$ cat config.mk
export PLATFORM = sky130hd
export DESIGN_NAME = wbc_cache
export DESIGN_NICKNAME = d
export VERILOG_FILES = /design/src/rtl/wbc_pkg.sv /design/src/rtl/wbc_lru.sv /design/src/rtl/wbc_evict_fifo.sv /design/src/rtl/wbc_cache.sv
export SDC_FILE = /design/constraint.sdc
export NUM_CORES = 1
export LEC_CHECK = 0
export BUFFER_PORTS_ARGS = -buffer_cell sky130_fd_sc_hd__buf_2
export CORE_AREA = 2 2 158 160
export DETAILED_ROUTE_END_ITERATION = 7
export DIE_AREA = 0 0 160 162
export PLACE_DENSITY = 0.47
export SLEW_MARGIN = 15
export SYNTH_ARGS = -nofsm -noshare
export SYNTH_HDL_FRONTEND = slang
export SYNTH_SLANG_ARGS = --single-unit
export TNS_END_PERCENT = 20
$ cat constraint.sdc
create_clock -name clk -period 3.9 [get_ports clk]
set_clock_uncertainty 0.15 [all_clocks]
set_input_delay 1.17 -clock clk [delete_from_list [all_inputs] [get_ports clk]]
set_output_delay 1.17 -clock clk [all_outputs]
set_load 0.01 [all_outputs]
$ cat src/rtl/wbc_pkg.sv
package wbc_pkg;
    localparam int ADDR_W      = 5;
    localparam int OFFS_W      = 1;
    localparam int BYTE_W      = 8;
    localparam int CACHE_LINES = 2;
    localparam int WBUF_DEPTH  = 2;

    localparam int LINE_BYTES = 1 << OFFS_W;
    localparam int LINE_W     = LINE_BYTES * BYTE_W;
    localparam int BLK_W      = ADDR_W - OFFS_W;
    localparam int WAY_W      = (CACHE_LINES > 1) ? $clog2(CACHE_LINES) : 1;

    typedef logic [BLK_W-1:0]  blk_t;
    typedef logic [LINE_W-1:0] line_t;
    typedef logic [BYTE_W-1:0] byte_t;
    typedef logic [OFFS_W-1:0] offs_t;
    typedef logic [WAY_W-1:0]  way_t;

    typedef enum logic [1:0] {
        ST_IDLE   = 2'd0,
        ST_LOOKUP = 2'd1,
        ST_FILL   = 2'd2
    } cstate_e;

    function automatic byte_t get_byte(input line_t ln, input offs_t off);
        byte_t r;
        r = '0;
        for (int i = 0; i < LINE_BYTES; i++) begin
            if (offs_t'(i) == off) r = ln[i*BYTE_W +: BYTE_W];
        end
        return r;
    endfunction

    function automatic line_t put_byte(input line_t ln, input offs_t off, input byte_t b);
        line_t r;
        r = ln;
        for (int i = 0; i < LINE_BYTES; i++) begin
            if (offs_t'(i) == off) r[i*BYTE_W +: BYTE_W] = b;
        end
        return r;
    endfunction
endpackage

$ cat src/rtl/wbc_lru.sv
module wbc_lru #(
    parameter int WAYS = wbc_pkg::CACHE_LINES,
    parameter int IW   = wbc_pkg::WAY_W
) (
    input  logic          clk,
    input  logic          rst_n,
    input  logic          touch_en,
    input  logic [IW-1:0] touch_way,
    output logic [IW-1:0] oldest_way
);
    // Rank 0 is the most recent use, rank WAYS-1 the least recent.
    logic [WAYS-1:0][IW-1:0] age_d, age_q;
    logic [WAYS-1:0]         is_old;

    always_comb begin
        age_d = age_q;
        if (touch_en) begin
            for (int i = 0; i < WAYS; i++) begin
                if (IW'(i) == touch_way) begin
                    age_d[i] = '0;
                end else if (age_q[i] < age_q[touch_way]) begin
                    age_d[i] = age_q[i] + 1'b1;
                end
            end
        end
    end

    always_comb begin
        oldest_way = '0;
        for (int i = 0; i < WAYS; i++) begin
            is_old[i] = (age_q[i] == IW'(WAYS - 1));
            if (is_old[i]) oldest_way = IW'(i);
        end
    end

    always_ff @(posedge clk) begin
        if (!rst_n) begin
            for (int i = 0; i < WAYS; i++) age_q[i] <= IW'(i);
        end else begin
            age_q <= age_d;
        end
    end

    AST_LRU_SINGLE_OLDEST: assert property (@(posedge clk) disable iff (!rst_n)
        $countones(is_old) == 1);
endmodule

$ cat src/rtl/wbc_evict_fifo.sv
module wbc_evict_fifo #(
    parameter int DEPTH  = wbc_pkg::WBUF_DEPTH,
    parameter int BLK_W  = wbc_pkg::BLK_W,
    parameter int LINE_W = wbc_pkg::LINE_W
) (
    input  logic              clk,
    input  logic              rst_n,
    input  logic              push_en,
    input  logic [BLK_W-1:0]  push_blk,
    input  logic [LINE_W-1:0] push_line,
    output logic              full,
    output logic              wr_valid,
    input  logic              wr_ready,
    output logic [BLK_W-1:0]  wr_blk,
    output logic [LINE_W-1:0] wr_line,
    input  logic [BLK_W-1:0]  probe_blk,
    output logic              probe_hit,
    output logic [LINE_W-1:0] probe_line
);
    localparam int PW = (DEPTH > 1) ? $clog2(DEPTH) : 1;

    typedef struct packed {
        logic [DEPTH-1:0][BLK_W-1:0]  blk;
        logic [DEPTH-1:0][LINE_W-1:0] line;
        logic [PW-1:0]                head;
        logic [PW-1:0]                tail;
        logic [PW:0]                  cnt;
    } fifo_s;

    fifo_s f_d, f_q;
    logic  pop;

    function automatic logic [PW-1:0] nxt(input logic [PW-1:0] p);
        return (p == PW'(DEPTH - 1)) ? '0 : p + 1'b1;
    endfunction

    assign wr_valid = (f_q.cnt != '0);
    assign wr_blk   = f_q.blk[f_q.head];
    assign wr_line  = f_q.line[f_q.head];
    assign full     = (f_q.cnt == (PW+1)'(DEPTH));

    always_comb begin
        f_d = f_q;
        pop = wr_valid && wr_ready;
        if (pop) f_d.head = nxt(f_q.head);
        if (push_en) begin
            f_d.blk[f_q.tail]  = push_blk;
            f_d.line[f_q.tail] = push_line;
            f_d.tail           = nxt(f_q.tail);
        end
        case ({push_en, pop})
            2'b10:   f_d.cnt = f_q.cnt + 1'b1;
            2'b01:   f_d.cnt = f_q.cnt - 1'b1;
            default: f_d.cnt = f_q.cnt;
        endcase
    end

    // Walk oldest to newest so the newest matching copy wins.
    always_comb begin
        logic [PW-1:0] p;
        p          = f_q.head;
        probe_hit  = 1'b0;
        probe_line = '0;
        for (int k = 0; k < DEPTH; k++) begin
            if (((PW+1)'(k) < f_q.cnt) && (f_q.blk[p] == probe_blk)) begin
                probe_hit  = 1'b1;
                probe_line = f_q.line[p];
            end
            p = nxt(p);
        end
    end

    always_ff @(posedge clk) begin
        if (!rst_n) f_q <= '0;
        else        f_q <= f_d;
    end

    AST_NO_OVERFLOW: assert property (@(posedge clk) disable iff (!rst_n)
        push_en |-> !full);
    AST_WR_STABLE: assert property (@(posedge clk) disable iff (!rst_n)
        (wr_valid && !wr_ready) |=> (wr_valid && $stable(wr_blk) && $stable(wr_line)));
endmodule

$ cat src/rtl/wbc_cache.sv
module wbc_cache
    import wbc_pkg::*;
(
    input  logic                         clk,
    input  logic                         rst_n,
    input  logic                         cpu_req_valid,
    output logic                         cpu_req_ready,
    input  logic                         cpu_req_write,
    input  logic [wbc_pkg::ADDR_W-1:0]   cpu_req_addr,
    input  logic [wbc_pkg::BYTE_W-1:0]   cpu_req_wdata,
    output logic                         cpu_rsp_valid,
    output logic                         cpu_rsp_hit,
    output logic [wbc_pkg::BYTE_W-1:0]   cpu_rsp_rdata,
    output logic                         mem_rd_req,
    output logic [wbc_pkg::BLK_W-1:0]    mem_rd_blk,
    input  logic                         mem_rd_ack,
    input  logic [wbc_pkg::LINE_W-1:0]   mem_rd_line,
    output logic                         mem_wr_valid,
    input  logic                         mem_wr_ready,
    output logic [wbc_pkg::BLK_W-1:0]    mem_wr_blk,
    output logic [wbc_pkg::LINE_W-1:0]   mem_wr_line
);
    typedef struct packed {
        cstate_e                       st;
        logic                          op_we;
        logic [ADDR_W-1:0]             op_addr;
        byte_t                         op_wdata;
        way_t                          victim;
        logic                          rsp_valid;
        logic                          rsp_hit;
        byte_t                         rsp_data;
        logic [CACHE_LINES-1:0]        vld;
        logic [CACHE_LINES-1:0]        drt;
        logic [CACHE_LINES-1:0][BLK_W-1:0]  tag;
        logic [CACHE_LINES-1:0][LINE_W-1:0] line;
    } cache_s;

    cache_s s_d, s_q;

    blk_t  op_blk;
    offs_t op_off;
    logic  hit_any, have_free;
    way_t  hit_way, free_way, vict, lru_way;
    logic  touch_en;
    way_t  touch_way;
    logic  push_en;
    blk_t  push_blk;
    line_t push_line;
    logic  wb_full, probe_hit;
    line_t probe_line;

    assign op_blk = s_q.op_addr[ADDR_W-1:OFFS_W];
    assign op_off = s_q.op_addr[OFFS_W-1:0];

    wbc_lru #(.WAYS(CACHE_LINES), .IW(WAY_W)) u_lru (
        .clk        (clk),
        .rst_n      (rst_n),
        .touch_en   (touch_en),
        .touch_way  (touch_way),
        .oldest_way (lru_way)
    );

    wbc_evict_fifo #(.DEPTH(WBUF_DEPTH), .BLK_W(BLK_W), .LINE_W(LINE_W)) u_evq (
        .clk        (clk),
        .rst_n      (rst_n),
        .push_en    (push_en),
        .push_blk   (push_blk),
        .push_line  (push_line),
        .full       (wb_full),
        .wr_valid   (mem_wr_valid),
        .wr_ready   (mem_wr_ready),
        .wr_blk     (mem_wr_blk),
        .wr_line    (mem_wr_line),
        .probe_blk  (op_blk),
        .probe_hit  (probe_hit),
        .probe_line (probe_line)
    );

    // Tag match and replacement choice.
    always_comb begin
        hit_any   = 1'b0;
        hit_way   = '0;
        have_free = 1'b0;
        free_way  = '0;
        for (int i = 0; i < CACHE_LINES; i++) begin
            if (s_q.vld[i] && (s_q.tag[i] == op_blk)) begin
                hit_any = 1'b1;
                hit_way = way_t'(i);
            end
        end
        for (int i = CACHE_LINES - 1; i >= 0; i--) begin
            if (!s_q.vld[i]) begin
                have_free = 1'b1;
                free_way  = way_t'(i);
            end
        end
        vict = have_free ? free_way : lru_way;
    end

    always_comb begin
        logic  fill_en;
        way_t  fill_way;
        line_t fill_src;
        line_t cur;

        s_d        = s_q;
        s_d.rsp_valid = 1'b0;
        touch_en   = 1'b0;
        touch_way  = '0;
        push_en    = 1'b0;
        push_blk   = '0;
        push_line  = '0;
        mem_rd_req = 1'b0;
        fill_en    = 1'b0;
        fill_way   = '0;
        fill_src   = '0;
        cur        = '0;

        case (s_q.st)
            ST_IDLE: begin
                if (cpu_req_valid) begin
                    s_d.st       = ST_LOOKUP;
                    s_d.op_we    = cpu_req_write;
                    s_d.op_addr  = cpu_req_addr;
                    s_d.op_wdata = cpu_req_wdata;
                end
            end
            ST_LOOKUP: begin
                if (hit_any) begin
                    cur           = s_q.line[hit_way];
                    s_d.rsp_valid = 1'b1;
                    s_d.rsp_hit   = 1'b1;
                    if (s_q.op_we) begin
                        s_d.line[hit_way] = put_byte(cur, op_off, s_q.op_wdata);
                        s_d.drt[hit_way]  = 1'b1;
                        s_d.rsp_data      = s_q.op_wdata;
                    end else begin
                        s_d.rsp_data      = get_byte(cur, op_off);
                    end
                    touch_en  = 1'b1;
                    touch_way = hit_way;
                    s_d.st    = ST_IDLE;
                end else if (!(s_q.vld[vict] && s_q.drt[vict] && wb_full)) begin
                    if (s_q.vld[vict] && s_q.drt[vict]) begin
                        push_en   = 1'b1;
                        push_blk  = s_q.tag[vict];
                        push_line = s_q.line[vict];
                    end
                    s_d.vld[vict] = 1'b0;
                    s_d.drt[vict] = 1'b0;
                    s_d.victim    = vict;
                    if (probe_hit) begin
                        fill_en  = 1'b1;
                        fill_way = vict;
                        fill_src = probe_line;
                    end else begin
                        s_d.st = ST_FILL;
                    end
                end
            end
            ST_FILL: begin
                mem_rd_req = 1'b1;
                if (mem_rd_ack) begin
                    fill_en  = 1'b1;
                    fill_way = s_q.victim;
                    fill_src = mem_rd_line;
                end
            end
            default: s_d.st = ST_IDLE;
        endcase

        if (fill_en) begin
            s_d.vld[fill_way] = 1'b1;
            s_d.tag[fill_way] = op_blk;
            s_d.drt[fill_way] = s_q.op_we;
            s_d.line[fill_way] = s_q.op_we ? put_byte(fill_src, op_off, s_q.op_wdata) : fill_src;
            s_d.rsp_valid = 1'b1;
            s_d.rsp_hit   = 1'b0;
            s_d.rsp_data  = s_q.op_we ? s_q.op_wdata : get_byte(fill_src, op_off);
            touch_en  = 1'b1;
            touch_way = fill_way;
            s_d.st    = ST_IDLE;
        end
    end

    always_ff @(posedge clk) begin
        if (!rst_n) s_q <= '0;
        else        s_q <= s_d;
    end

    assign cpu_req_ready = (s_q.st == ST_IDLE);
    assign cpu_rsp_valid = s_q.rsp_valid;
    assign cpu_rsp_hit   = s_q.rsp_hit;
    assign cpu_rsp_rdata = s_q.rsp_data;
    assign mem_rd_blk    = op_blk;

    AST_RD_HOLD: assert property (@(posedge clk) disable iff (!rst_n)
        (mem_rd_req && !mem_rd_ack) |=> (mem_rd_req && $stable(mem_rd_blk)));
    AST_RSP_SINGLE: assert property (@(posedge clk) disable iff (!rst_n)
        cpu_rsp_valid |=> !cpu_rsp_valid);
    AST_RSP_IN_IDLE: assert property (@(posedge clk) disable iff (!rst_n)
        cpu_rsp_valid |-> (cpu_req_ready && !mem_rd_req));
endmodule

Yosys cells after proc, flatten, opt, wreduce, memory -nomap -nowiden
Cells that the tools add are included.
{"block": "word_totals", "ff_bits": 117, "output_inout_bits": 37}
{"block": "op_classes", "n_eq_ne": 13, "n_reduce_logical": 25, "n_mux": 127, "addsub": 6, "order_cmp": 15, "n_bitwise": 9}
{"cell": "two-way mux 16 bit", "n": 23}
{"cell": "two-way mux 8 bit", "n": 16}
{"cell": "bitwise mux 32 bit", "n": 3}
{"cell": "two-way mux 32 bit", "n": 3}
{"cell": "two-way mux 54 bit", "n": 1}
{"cell": "two-way mux 4 bit", "n": 13}
{"cell": "demux 16 bit (select 1 bit)", "n": 3}
{"cell": "two-way mux 1 bit", "n": 44}
{"cell": "one-hot mux 16 bit (2 select lines)", "n": 1}
{"cell": "bitwise mux 8 bit", "n": 2}
{"cell": "equality test 4 bit", "n": 4}
{"cell": "less-than comparator 1 x 2 -> 1 bit (second input constant)", "n": 7}
{"cell": "two-way mux 14 bit", "n": 1}
{"cell": "two-way mux 2 bit", "n": 6}
{"cell": "logical AND 1 bit", "n": 11}
{"cell": "two-way mux 10 bit", "n": 1}
{"cell": "AND reduction 2 bit", "n": 5}
{"cell": "nonzero test 2 bit", "n": 5}
{"cell": "demux 4 bit (select 1 bit)", "n": 2}
{"cell": "equality test 2 bit (second input constant)", "n": 3}
{"cell": "!= test 3 bit (second input constant)", "n": 2}
{"cell": "one-hot mux 2 bit (3 select lines)", "n": 1}
{"cell": "adder 1 bit (second input constant)", "n": 4}
{"cell": "AND 2 bit", "n": 2}
{"cell": "18 further kinds", "n": 32}

Depth between registers and ports, before layout
{"block": "depth", "ltp_word": 17, "mapped_depth": 11, "depth_no_buf": 9}

By module
Synthesis repeated with hierarchy kept, for this count alone.
{"block": "hier_totals", "hier_cells": 1018, "area_unflattened_um2": 7658.6}
{"module": "wbc_cache", "instances": 1, "cells_each": 658, "seq_area_each_um2": 1421.4, "area_each_um2": 4914.7}
{"module": "wbc_evict_fifo", "instances": 1, "cells_each": 352, "seq_area_each_um2": 880.8, "area_each_um2": 2663.8}
{"module": "wbc_lru", "instances": 1, "cells_each": 8, "seq_area_each_um2": 40.0, "area_each_um2": 80.1}

Least setup slack after synthesis
OpenSTA, ideal clock, no wires.
{"block": "synth_timing", "kind": "input to register", "from": "in mem_rd_ack", "to": "reg s_q[10] in the netlist's numbering", "stages": 7, "path_buffers": 3, "setup_slack_ns": 1.195, "setup_ns": 0.116, "arrival_time_ns": 2.439, "cell_sequence": "and2_1 -> clkbuf_1 -> nand2_1 -> a211o_2 -> buf_6 -> buf_6 -> o211a_1"}
{"block": "synth_between", "elab_chain_len": 8}
{"item": "start: declaration", "line_no": "wbc_cache.sv:16", "text": "input logic mem_rd_ack,"}
{"item": "two-way mux 1 bit", "line_no": "wbc_cache.sv:163", "text": "if (mem_rd_ack) begin"}
{"item": "one-hot mux 1 bit (2 select lines)", "line_no": "wbc_cache.sv:119", "text": "case (s_q.st)"}
{"item": "less-than comparator 1 x 2 -> 1 bit (not written as such) or greater-or-equal comparator 1 bit (tied branches)", "line_no": "wbc_cache.sv:176", "text": "s_d.line[fill_way] = s_q.op_we ? put_byte(fill_src, op_off, s_q.op_wdata) : fill_src;"}
{"item": "logical AND 1 bit (not written as such)", "line_no": "wbc_cache.sv:176"}
{"item": "two-way mux 16 bit", "line_no": "wbc_cache.sv:176"}
{"item": "demux 16 bit (select 1 bit)", "line_no": "wbc_cache.sv:176"}
{"item": "bitwise mux 32 bit", "line_no": "wbc_cache.sv:176"}
{"item": "two-way mux 54 bit *", "line_no": "wbc_cache.sv:172", "text": "if (fill_en) begin"}
{"item": "end signal: assignment", "line_no": "wbc_cache.sv:187", "text": "if (!rst_n) s_q <= '0;"}
{"item": "end signal: assignment", "line_no": "wbc_cache.sv:188", "text": "else s_q <= s_d;"}
{"item": "end: declaration", "line_no": "wbc_cache.sv:38", "text": "cache_s s_d, s_q;"}
Mark *: on every way between the ends. The rest lies on a longest branch, timed or not. The select of a mux whose other input is x is not followed.
A chain may end at the register's enable or synchronous reset.

Final worst setup path
{"block": "layout_timing", "from": "reg u_evq.f_q[3] in the netlist's numbering", "to": "out mem_wr_line[13] in the netlist's numbering"}
{"block": "layout_between", "elab_chain_len": 2}
{"item": "start: declaration", "line_no": "wbc_evict_fifo.sv:30", "text": "fifo_s f_d, f_q;"}
{"item": "start signal: assignment", "line_no": "wbc_evict_fifo.sv:74", "text": "if (!rst_n) f_q <= '0;"}
{"item": "start signal: assignment", "line_no": "wbc_evict_fifo.sv:75", "text": "else f_q <= f_d;"}
{"item": "two-way mux 16 bit (not written as such) (2 in series)", "line_no": "wbc_evict_fifo.sv:39", "text": "assign wr_line = f_q.line[f_q.head];"}
{"item": "end: declaration", "line_no": "wbc_cache.sv:21", "text": "output logic [wbc_pkg::LINE_W-1:0] mem_wr_line"}
No other way between the ends. The select of a mux whose other input is x is not followed.

==> results by group <==
Outcome
  • Status: complete, no violations

Floorplan
  • Core area: approximately 24000 um2
  • Die W: 160 um
  • Die ar.: 25920 um2
  • I/O pins: 72
  • Initial Utilization: 30.50%
  • Site Rows: between 50 and 60
  • Die Ht: ~160 um

Detailed routing
  • Avg WL per Cell: between 15 and 20 um
  • ANT nets after route: 0
  • Via count: roughly 6400
  • WL final: 23180 um
  • Residual DRC count: 0
  • Vias per cell: approximately 5.3
  • Iteration-0 DRC Markers: 609
  • Drt first pass iters: 8

Final layout
  • Antenna cells: 0
  • Post-Layout Inst Area: 8527 um2
  • NumNets Final: 910
  • Layout Utilization: approximately 35%
  • Syn-to-layout area delta: 15.96%
  • Layout cells sized above 1: approximately a fifth

Clock tree
  • Longest Clk Path Bufs: 2
  • Postcts setup bufs: 0
  • # hold bufs at CTS: 0
  • Worst-path clk slew: around 0.06 ns
  • Post_cts resized: 0
  • Root buffer cell: clkbuf_16
  • CTS Buf Count: 17
  • Clk_lat worst skew: 0.42 ns
  • H-tree levels: 4
  • Clk sinks: roughly 120
  • CTS tree: built

Synth
  • Synth cell types: 67
  • Synth top area share: between 30% and 40%
  • Area leader, netlist: dfxtp_1
  • Mapped Cells: ~840
  • Top-count cell post-synth: nand2_1
  • Post-synth design cell area: between 7000 and 8000 um2
  • Most common flop cell mapped by yosys: dfxtp_1
  • EDFF count, synth: 0
  • Mapped Nets: 877
  • Ys async rst share: 0%
  • Area contributors post-synth: dfxtp_1 (32%), o211a_1 (10%), mux2i_1 (7.9%), nand2_1 (7.0%), mux2_2 (4.0%)
  • Synth warn: 0
  • Synth cell count leaders: nand2_1 (137), dfxtp_1 (117), o211a_1 (74)
  • Syn avg cell area: about 8.8 um2
  • FF+latch count, synth: 117
  • Register area share after synthesis: approximately a third

STA
  • Max_slew headroom: a little under two fifths
  • Max-slew violations: 0
  • Setup repair after global routing missed its margin: no
  • Slew at the pin with the worst max-slew slack: 0.9272 ns
  • Max Fclk: around 290 MHz
  • Post-route setup TNS: 0 ns
  • Final worst slack: roughly 0.46 ns
  • # setup viols final: 0
  • Fin crit share: 88.25%
  • Minimum clock period: around 3.4 ns
  • Final Hold Fails: 0

Power
  • PD cells: approximately 420 nW/um2
  • Max VDD drop: slightly below 300 uV
  • Design Power: about 3600 uW
  • Leak Pwr: 0.004074 uW

GRT
  • Total GRT Usage: 18.03%
  • Number of global-route vias before repair: between 5000 and 6000
  • Largest net degree at the start of global routing: just under 60
  • GRT Residual Overflow: 0
  • Global-route wire length before repair: around 36000 um
  • Gr busiest metal: met2
  • Met3 Usage GRT: 3.754%
  • Met1 Use GR: between 20% and 30%
  • Initial antenna violation count: 0
  • Met2 Use GR: a little over a quarter

Critical path
  • R2R Setup Slk: 0.51 ns
  • Setup CP Type: reg2out
  • CP Data Required Time: 2.58 ns
  • R2R Path End: s_q[18]
  • Crit Path Max Fanout: 16
  • R2R Path Start: u_evq.f_q[3]
  • Critical Path AT: approximately 2.1 ns
  • Startpoint Class: flop
  • Reg2Reg Depth: 8
  • CP Capture Type: output pin

Placement
  • Setup Slack @ Placement: 0.5412 ns
  • Buffers on Ports: between 70 and 80
  • GP Congestion: roughly 0.86
  • Final HPWL DP: around 17000 um
  • Placed cell areas: 7909 um2

Min path
  • Tightest Hold Check Type: reg2reg
  • Hold Crit Start: u_lru.age_q[0]
  • Hold Crit Depth: 2
  • Hold endpoint: u_lru.age_q[0]

Job
  • Max_cap viols: 0
[layout make-up]
| cell class | count | area [um2] |
|---|---|---|
| clock inverters | 12 | 151.4 |
| inverters | 42 | 157.7 |
| clock buffers | 20 | 466.7 |
| multi-input cells | 600 | 4464 |
| fillers | 2583 | 15580 |
| flip-flops and latches | 117 | 2344 |
| well taps | 324 | 405.4 |
| repair buffers | 90 | 538.0 |
[how the worst max path moves through the flow]
stage	from	endpoint	slack [ns]	cells after the start
global route	u_evq.f_q[3]	mem_wr_line[13]	0.33	3
detailed placement	u_evq.f_q[3]	s_q[18]	0.54	8
global placement	u_evq.f_q[3]	s_q[18]	0.56	8
finish	u_evq.f_q[3]	mem_wr_line[13]	0.46	3
floorplan	mem_rd_ack	s_q[10]	1.19	7
CTS	u_evq.f_q[3]	mem_wr_line[3]	0.41	3
[where the power goes]
part | total [uW] | switching, uW | internal (uW)
Combinational | 573 | 356 | 217
Clock | 1650 | 595 | 1050
Sequential | 1330 | 88.0 | 1250
[cells by family after synthesis]
group                    after synthesis  synth area share [%]
XOR/XNOR                              15                 2.042
AND/OR/NAND/NOR                      239                 14.63
flip-flops                           117                 31.85
AO/OA/AOI/OAI                        246                 27.91
adder cells (fa/ha/maj)                7                 1.191
multiplexers                          93                 14.63
buffers and inverters                118                 7.742
[per-stage QoR]
step           cells  hold slack [ns]
5_1_grt         1205           0.3605
6_report        1205           0.3333
3_3_place_gp    1173           0.3146
3_5_place_dp    1173           0.3098
4_1_cts         1205           0.3270
2_1_floorplan    835           0.2871
[placed cells by master (no fill, tap or decap), drive strengths merged, types with 6 or more instances in the layout]
| cell type | synthesis | layout |
|---|---|---|
| nor2 | 37 | 37 |
| nand2b | 9 | 9 |
| inv | 42 | 43 |
| o221ai | 10 | 10 |
| o21ai | 20 | 20 |
| xnor2 | 10 | 10 |
| nand2 | 137 | 137 |
| a21oi | 32 | 32 |
| and3 | 11 | 11 |
| mux4 | 8 | 8 |
| o211ai | 20 | 20 |
| a2111oi | 8 | 8 |
| a21boi | 16 | 16 |
| buf | 40 | 90 |
| ha | 7 | 7 |
| nor2b | 15 | 15 |
| clkbuf | 36 | 20 |
| mux2i | 59 | 59 |
| dfxtp | 117 | 117 |
| mux2 | 26 | 26 |
| o311ai | 8 | 8 |
| a21o | 6 | 6 |
| and2 | 14 | 14 |
| o211a | 74 | 74 |
| a22oi | 11 | 11 |
[worst max-delay path, stage by stage (launching register included)]
cell and delay, ns:
dfxtp_1 0.78, buf_4 0.38, mux2_2 0.38, buf_2 0.14
[state kept, by name, summed over array words and instances (netlist names)]
signal and count:
u_evq.f_q 44, op_off 1, s_q 56, mem_rd_blk 4, u_lru.age_q 2, cpu_rsp_rdata 8
cpu_rsp_hit 1, cpu_rsp_valid 1
[routing by layer]
metal / up-vias / share of wire (%)
met4: 0 / 1.7
met3: 29 / 5.9
met1: 3093 / 49
li1: 3093 / -
met2: 213 / 43
met5: - / 0
Note: power is estimated with default switching activity, not from simulation.
